### src/rtl/xbus_pkg.sv
package xbus_pkg;
  typedef enum logic [1:0] {
    SZ_BYTE = 2'd0,
    SZ_HALF = 2'd1,
    SZ_WORD = 2'd2,
    SZ_LINE = 2'd3
  } xfer_size_e;

  typedef enum logic [1:0] {
    S_IDLE   = 2'd0,
    S_XFER   = 2'd1,
    S_HENTER = 2'd2,
    S_HOLD   = 2'd3
  } bus_state_e;
endpackage

### src/rtl/xbus_lane_unit.sv
// Byte-lane steering: strobes and write data for one transfer, and the
// lane extraction for single-transfer reads. Purely combinational.
module xbus_lane_unit
  import xbus_pkg::*;
(
  input  logic [1:0]  size_i,
  input  logic        write_i,
  input  logic        addr0_i,
  input  logic        odd_beat_i,
  input  logic [31:0] wdata_i,
  input  logic [15:0] rdata_i,
  output logic        wr_o,
  output logic [1:0]  bc_n_o,
  output logic [15:0] wdata_o,
  output logic [31:0] rlane_o
);
  xfer_size_e sz;

  always_comb begin
    sz   = xfer_size_e'(size_i);
    // line bursts are read-only
    wr_o = write_i && (sz != SZ_LINE);
    if (wr_o && sz == SZ_BYTE) bc_n_o = addr0_i ? 2'b10 : 2'b01;
    else                       bc_n_o = 2'b00;
    case (sz)
      SZ_BYTE: wdata_o = {wdata_i[7:0], wdata_i[7:0]};
      SZ_HALF: wdata_o = wdata_i[15:0];
      default: wdata_o = odd_beat_i ? wdata_i[15:0] : wdata_i[31:16];
    endcase
    if (sz == SZ_BYTE) rlane_o = {24'd0, addr0_i ? rdata_i[7:0] : rdata_i[15:8]};
    else               rlane_o = {16'd0, rdata_i};
  end
endmodule

### src/rtl/xbus_hold_port.sv
// While the bus is held, turns external-master cycles into requests on
// the synchronous on-chip memory port and returns read data to the pins.
module xbus_hold_port #(
  parameter int MEM_AW = 19
) (
  input  logic              clk,
  input  logic              rst,
  input  logic              en_i,
  input  logic              bs_n_i,
  input  logic              sid_i,
  input  logic              wr_i,
  input  logic [1:0]        bc_n_i,
  input  logic [MEM_AW-1:0] addr_i,
  input  logic [15:0]       data_i,
  input  logic [15:0]       mem_rdata_i,
  output logic              mem_req_o,
  output logic              mem_we_o,
  output logic [1:0]        mem_be_o,
  output logic [MEM_AW-1:0] mem_addr_o,
  output logic [15:0]       mem_wdata_o,
  output logic              rd_drive_o,
  output logic [15:0]       rd_data_o
);
  logic hit;
  logic rd_p1, rd_p2;

  assign hit = en_i && !bs_n_i && !sid_i;

  always_ff @(posedge clk) begin
    if (rst) begin
      mem_req_o   <= 1'b0;
      mem_we_o    <= 1'b0;
      mem_be_o    <= 2'b00;
      mem_addr_o  <= '0;
      mem_wdata_o <= '0;
      rd_p1       <= 1'b0;
      rd_p2       <= 1'b0;
      rd_drive_o  <= 1'b0;
      rd_data_o   <= '0;
    end else begin
      mem_req_o   <= hit;
      mem_we_o    <= wr_i;
      mem_be_o    <= ~bc_n_i;
      mem_addr_o  <= addr_i;
      mem_wdata_o <= data_i;
      rd_p1       <= hit && !wr_i;   // request on the memory port
      rd_p2       <= rd_p1;          // memory data now valid
      rd_drive_o  <= rd_p2;
      if (rd_p2) rd_data_o <= mem_rdata_i;
    end
  end
endmodule

### src/rtl/xbus_cycle_unit.sv
module xbus_cycle_unit
  import xbus_pkg::*;
#(
  parameter int         ADDR_W     = 24,
  parameter int         LINE_WORDS = 2,
  parameter logic [3:0] INT_REGION = 4'hF,
  localparam int        HA_W       = ADDR_W - 1,
  localparam int        MEM_AW     = HA_W - 4
) (
  input  logic              clk,
  input  logic              rst,
  input  logic              req_valid_i,
  output logic              req_ready_o,
  input  logic              req_write_i,
  input  logic              req_fetch_i,
  input  logic              req_io_i,
  input  logic [1:0]        req_size_i,
  input  logic [ADDR_W-1:0] req_addr_i,
  input  logic [31:0]       req_wdata_i,
  output logic              rsp_valid_o,
  output logic [31:0]       rsp_data_o,
  input  logic              ready_i,
  input  logic              hold_req_i,
  output logic              hold_ack_o,
  output logic              pins_oe_o,
  output logic [HA_W-1:0]   addr_o,
  input  logic [HA_W-1:0]   addr_i,
  output logic [1:0]        bc_n_o,
  input  logic [1:0]        bc_n_i,
  output logic              sid_o,
  input  logic              sid_i,
  output logic              bs_n_o,
  input  logic              bs_n_i,
  output logic              st_o,
  output logic              wr_o,
  input  logic              wr_i,
  output logic [15:0]       data_o,
  input  logic [15:0]       data_i,
  output logic              data_oe_o,
  output logic              mem_req_o,
  output logic              mem_we_o,
  output logic [1:0]        mem_be_o,
  output logic [MEM_AW-1:0] mem_addr_o,
  output logic [15:0]       mem_wdata_o,
  input  logic [15:0]       mem_rdata_i
);
  localparam int MAX_BEATS = 2 * LINE_WORDS;
  localparam int BEAT_W    = $clog2(MAX_BEATS) + 1;

  bus_state_e        st_q;
  logic [BEAT_W-1:0] beat_q, nbeats_q, nbeats_d;
  logic              last_q;
  logic [HA_W-1:0]   haddr_q, l_haddr;
  logic [1:0]        size_q, l_size;
  logic              write_q, addr0_q, l_write, l_addr0, l_odd;
  logic [31:0]       wdata_q, l_wdata;
  logic [15:0]       acc_q, wdat_q;
  logic              wroe_q;
  logic              accept, is_int, ext_accept, xfer_done, more, launch;
  logic              ln_wr;
  logic [1:0]        ln_bc;
  logic [15:0]       ln_wd;
  logic [31:0]       ln_rl;
  logic              hp_drive;
  logic [15:0]       hp_data;

  // request decode and launch selection
  always_comb begin
    req_ready_o = (st_q == S_IDLE) && !hold_req_i;
    accept      = req_ready_o && req_valid_i;
    is_int      = req_addr_i[ADDR_W-1 -: 4] == INT_REGION;
    ext_accept  = accept && !is_int;
    xfer_done   = (st_q == S_XFER) && ready_i;
    more        = xfer_done && !last_q;
    launch      = ext_accept || more;
    case (xfer_size_e'(req_size_i))
      SZ_WORD: nbeats_d = BEAT_W'(2);
      SZ_LINE: nbeats_d = BEAT_W'(MAX_BEATS);
      default: nbeats_d = BEAT_W'(1);
    endcase
    if (ext_accept) begin
      l_size  = req_size_i;
      l_write = req_write_i;
      l_addr0 = req_addr_i[0];
      l_odd   = 1'b0;
      l_wdata = req_wdata_i;
      l_haddr = req_size_i[1] ? {req_addr_i[ADDR_W-1:2], 1'b0} : req_addr_i[ADDR_W-1:1];
    end else begin
      l_size  = size_q;
      l_write = write_q;
      l_addr0 = addr0_q;
      l_odd   = !beat_q[0];
      l_wdata = wdata_q;
      l_haddr = haddr_q + HA_W'(1);
    end
  end

  xbus_lane_unit u_lane (
    .size_i     (l_size),
    .write_i    (l_write),
    .addr0_i    (l_addr0),
    .odd_beat_i (l_odd),
    .wdata_i    (l_wdata),
    .rdata_i    (data_i),
    .wr_o       (ln_wr),
    .bc_n_o     (ln_bc),
    .wdata_o    (ln_wd),
    .rlane_o    (ln_rl)
  );

  always_ff @(posedge clk) begin
    if (rst) begin
      st_q        <= S_IDLE;
      beat_q      <= '0;
      nbeats_q    <= BEAT_W'(1);
      last_q      <= 1'b1;
      haddr_q     <= '0;
      size_q      <= 2'd0;
      write_q     <= 1'b0;
      addr0_q     <= 1'b0;
      wdata_q     <= '0;
      acc_q       <= '0;
      wdat_q      <= '0;
      wroe_q      <= 1'b0;
      rsp_valid_o <= 1'b0;
      rsp_data_o  <= '0;
      hold_ack_o  <= 1'b0;
      pins_oe_o   <= 1'b1;
      addr_o      <= '0;
      bc_n_o      <= 2'b11;
      sid_o       <= 1'b0;
      bs_n_o      <= 1'b1;
      st_o        <= 1'b1;
      wr_o        <= 1'b0;
    end else begin
      bs_n_o      <= 1'b1;
      rsp_valid_o <= 1'b0;

      if (launch) begin
        haddr_q <= l_haddr;
        addr_o  <= l_haddr;
        bc_n_o  <= ln_bc;
        wr_o    <= ln_wr;
        wdat_q  <= ln_wd;
        wroe_q  <= ln_wr;
        bs_n_o  <= 1'b0;
      end

      if (ext_accept) begin
        st_q     <= S_XFER;
        size_q   <= req_size_i;
        write_q  <= req_write_i;
        addr0_q  <= req_addr_i[0];
        wdata_q  <= req_wdata_i;
        sid_o    <= req_io_i;
        st_o     <= !req_fetch_i;
        beat_q   <= '0;
        nbeats_q <= nbeats_d;
        last_q   <= nbeats_d == BEAT_W'(1);
      end

      if (more) begin
        beat_q <= beat_q + BEAT_W'(1);
        last_q <= (beat_q + BEAT_W'(2)) == nbeats_q;
      end

      if (xfer_done) begin
        if (size_q[1]) begin
          if (!beat_q[0]) acc_q <= data_i;
          else begin
            rsp_valid_o <= 1'b1;
            rsp_data_o  <= {acc_q, data_i};
          end
        end else begin
          rsp_valid_o <= 1'b1;
          rsp_data_o  <= ln_rl;
        end
        if (last_q) begin
          st_q   <= S_IDLE;
          wroe_q <= 1'b0;
        end
      end

      // hold handover: release, then acknowledge; drop, then drive again
      case (st_q)
        S_IDLE: begin
          if (hold_req_i) begin
            pins_oe_o <= 1'b0;
            st_q      <= S_HENTER;
          end else begin
            pins_oe_o <= 1'b1;
          end
        end
        S_HENTER: begin
          hold_ack_o <= 1'b1;
          st_q       <= S_HOLD;
        end
        S_HOLD: begin
          if (!hold_req_i) begin
            hold_ack_o <= 1'b0;
            st_q       <= S_IDLE;
          end
        end
        default: ;
      endcase
    end
  end

  xbus_hold_port #(.MEM_AW(MEM_AW)) u_hold (
    .clk         (clk),
    .rst         (rst),
    .en_i        (hold_ack_o),
    .bs_n_i      (bs_n_i),
    .sid_i       (sid_i),
    .wr_i        (wr_i),
    .bc_n_i      (bc_n_i),
    .addr_i      (addr_i[MEM_AW-1:0]),
    .data_i      (data_i),
    .mem_rdata_i (mem_rdata_i),
    .mem_req_o   (mem_req_o),
    .mem_we_o    (mem_we_o),
    .mem_be_o    (mem_be_o),
    .mem_addr_o  (mem_addr_o),
    .mem_wdata_o (mem_wdata_o),
    .rd_drive_o  (hp_drive),
    .rd_data_o   (hp_data)
  );

  assign data_o    = hold_ack_o ? hp_data  : wdat_q;
  assign data_oe_o = hold_ack_o ? hp_drive : wroe_q;
endmodule

### config.mk
export PLATFORM = sky130hd
export DESIGN_NAME = xbus_cycle_unit
export DESIGN_NICKNAME = d
export VERILOG_FILES = /design/src/rtl/xbus_pkg.sv /design/src/rtl/xbus_lane_unit.sv /design/src/rtl/xbus_hold_port.sv /design/src/rtl/xbus_cycle_unit.sv
export SDC_FILE = /design/constraint.sdc
export NUM_CORES = 1
export LEC_CHECK = 0
export ABC_AREA = 1
export BUFFER_PORTS_ARGS = -buffer_cell sky130_fd_sc_hd__buf_2
export CORE_ASPECT_RATIO = 0.9
export CORE_MARGIN = 2
export CORE_UTILIZATION = 51
export CTS_CLUSTER_DIAMETER = 30
export DETAILED_ROUTE_END_ITERATION = 10
export PLACE_DENSITY = 0.79
export SLEW_MARGIN = 20
export SYNTH_ARGS = -nofsm -noshare
export SYNTH_HDL_FRONTEND = slang
export SYNTH_SLANG_ARGS = --single-unit
export TNS_END_PERCENT = 5
### constraint.sdc
create_clock -name clk -period 2.26 [get_ports clk]
set_input_delay 0.678 -clock clk [delete_from_list [all_inputs] [get_ports clk]]
set_output_delay 0.678 -clock clk [all_outputs]
set_load 0.02 [all_outputs]
==> flow_summary.toml <==
[yosys]
yosysTopAreaCell = "dfxtp_1"
syn_area_sq_mm = 0.00818
syn_nets = 1229
yosysSeqAreaShare_pct = 49.0
synth-simple-area-share_pct = 26.0
synth_edf_count = 0
synthArstFlopShare_pct = 0
netlist.area_leader.share_pct = 49.0
synth-xor-area-share_pct = 1.71
yosys.area_share.adder_pct = 0.306
yosys-top-cells-area = "dfxtp_1 49%, nand2_1 10%, nor2_1 7.2%"
synth_cell_types = 45
synth_top_family_by_area = "simple AND/OR/NAND/NOR gates"
ys_seq_elements = 200
synthFlopType = "dfxtp_1"
synth_compound_gate_area_share_pct = 13.5
yosysWarnings = 0
syn_inst = 1101
muxShareOfSynthArea_pct = 0.612
postSynthAreaPerCell_sq_um = 7.43

[routing]
via_per_inst = 5.07
wl_per_cell_um = 13.9
drc = 0
drt-initial-drc-count = 631
first_pass_iters = 6
final_antenna_net_count = 0
drt-total-wl_um = 21700
vias = 7890

[clocking]
cts_root_buf = "clkbuf_16"
clockBufferDepth = 2
clk_pin_slew_worst_paths_ns = 0.07
cts_made_buffers = 17
ctsHtreeMaxLevel = 4
cts.sinks = 200
clk_latency_ns = 0.43
cts_tree = "done"

[min_path]
hold_class = "in -> reg"

[worst_setup_path]
crit_arrival_ns = 1.44
cp-start-kind = "flop"
crit_type = "reg -> out"
cp_max_fo = 28
required_ns = 1.58
end_kind = "output pin"

[global_route]
antenna_found_initial = 0
grt_pass1_wl_um = 33600
grt_overflow = 0
grt_usage_pct = 24.9
grt_max_degree = 62
grt_pass1_vias = 7119

[floorplan]
fp.coreArea_sq_mm = 0.0155
num_rows = 43
start_util_pct = 52.6
dieHeight_um = 124
die_x_um = 137
die-area_sq_mm = 0.0171
ios = 247

[finish]
final_cell_mix = "241 x buf_2, 221 x nand2_1, 200 x dfxtp_1, 157 x nor2_1, 103 x inv_1"
drive_gt1_share_pct = 25.7
fillers = 1337
nets = 1468
final_common_cell = "buf_2"
syn2layout_area_growth_pct = 25.8
stdcell_count = 1555
antenna_cells = 0

[power_and_ir_drop]
power_density_mw_per_mm2 = 796
ir_worst_vdd_v = 0.000525
power.leakage_nw = 4.95

[timing]
slew_headroom_pct = 67.3
fin_skew_ns = 0.0126
hold_viol = 0
fmax_ghz = 0.473
finalSetupTns_ns = 0
rsz0062_at_grt = "no"
fin_crit_sh_pct = 93.5
drv_slew = 0
setup_slack_ns = 0.147
fin_crit_ns = 2.11
finalSetupViolCount = 0
worst_slew_pin_slew_ns = 0.487

[placement]
port_buffers = 242
gp_congestion = 0.906
place_ws_ns = 0.00214
dp_hpwl_um = 15600
post-place-cells = 1523

[job]
max_cap_violations = 0

[status]
status = "complete, no violations"
logic make-up after synthesis:
| group | Yosys count |
|---|---|
| simple gates | 490 |
| compound gates | 211 |
| flops | 200 |
| buf+inv | 177 |
| xor+xnor | 16 |
| mux | 5 |
| fa+ha+maj | 2 |
power breakdown:
| part | leakage, nW | internal [mW] | total (mW) | switching, mW |
|---|---|---|---|---|
| Clock | 0.293 | 1.60 | 3.03 | 1.43 |
| Combinational | 3.03 | 0.483 | 1.34 | 0.853 |
| Sequential | 1.63 | 3.71 | 3.82 | 0.109 |
| Total | 4.95 | 5.79 | 8.19 | 2.39 |
metal layers:
metal	routed length (um)	global-route usage, %
met1	9580	33.0
met2	9990	40.9
met3	1630	4.92
met4	459	8.44
met5	0	0
metrics by stage:
| stage | utilization [%] | hold WS, ns | cell area, sq um | total power [mW] |
|---|---|---|---|---|
| after floorplan | - | 0.388 | 8180 | 4.73 |
| after global placement | 62.3 | 0.398 | 9690 | 5.20 |
| after detailed placement | 62.3 | 0.402 | 9690 | 5.22 |
| after CTS | 66.1 | 0.383 | 10300 | 8.23 |
| after global routing | 66.1 | 0.375 | 10300 | 8.56 |
| final | 66.1 | 0.394 | 10300 | 8.19 |
critical path, stage by stage (launching register included):
cell	delay, ns
dfxtp_1	0.33
buf_6	0.21
nand2_1	0.10
o21ai_0	0.13
buf_2	0.22
path summary, 6_finish.rpt:
check                           cells after the start  slack, ns                    start                             to
worst min-delay path                                2       0.39                bc_n_i[1]  u_hold.mem_be_o[1]$_SDFF_PP0_
worst max-delay path                                4       0.15  hold_ack_o$_SDFFE_PP0P_                      data_o[6]
worst min register to register                      2       0.41  u_hold.rd_p1$_SDFF_PP0_        u_hold.rd_p2$_SDFF_PP0_
worst max register to register                      9       0.40       st_q[0]$_SDFF_PP0_         wdat_q[8]$_SDFFE_PP0N_
registers in the layout (all words and copies together) (netlist names), 3 cells and up:
register            count
wdat_q                 16
nbeats_q                3
u_hold.rd_data_o       16
rsp_data_o             32
acc_q                  16
haddr_q                23
wdata_q                32
u_hold.mem_addr_o      19
beat_q                  3
u_hold.mem_wdata_o     16
layout make-up:
class	instances	area [sq um]	area share, %
Clock buffer	18	439	4.27
Sequential cell	200	4000	38.9
Timing Repair Buffer	278	1540	15.0
Inverter	119	448	4.36
Clock inverter	14	155	1.51
Tap cell	202	253	2.46
Multi-Input combinational cell	724	3450	33.5
cells in the mapped netlist (all sizes together) (2+ instances only):
master,number
nand2,226
dfxtp,200
nor2,167
inv,116
o21ai,115
a21oi,74
nand3,61
clkbuf,32
buf,26
nand4,16
nor3,10
xor2,10
a31oi,6
xnor2,6
mux2i,5
o211ai,5
or2,5
o22ai,4
a21boi,3
clkinv,3
ha,2
repair_timing:
| action | 4_1_cts | 5_1_grt |
|---|---|---|
| gates resized for setup | 1 | 1 |
| hold buffers | 0 | 0 |
| setup buffers | 0 | 0 |
| endpoints found under the setup margin | 9 | 10 |
No activity file was read; power rests on OpenSTA's default activity.
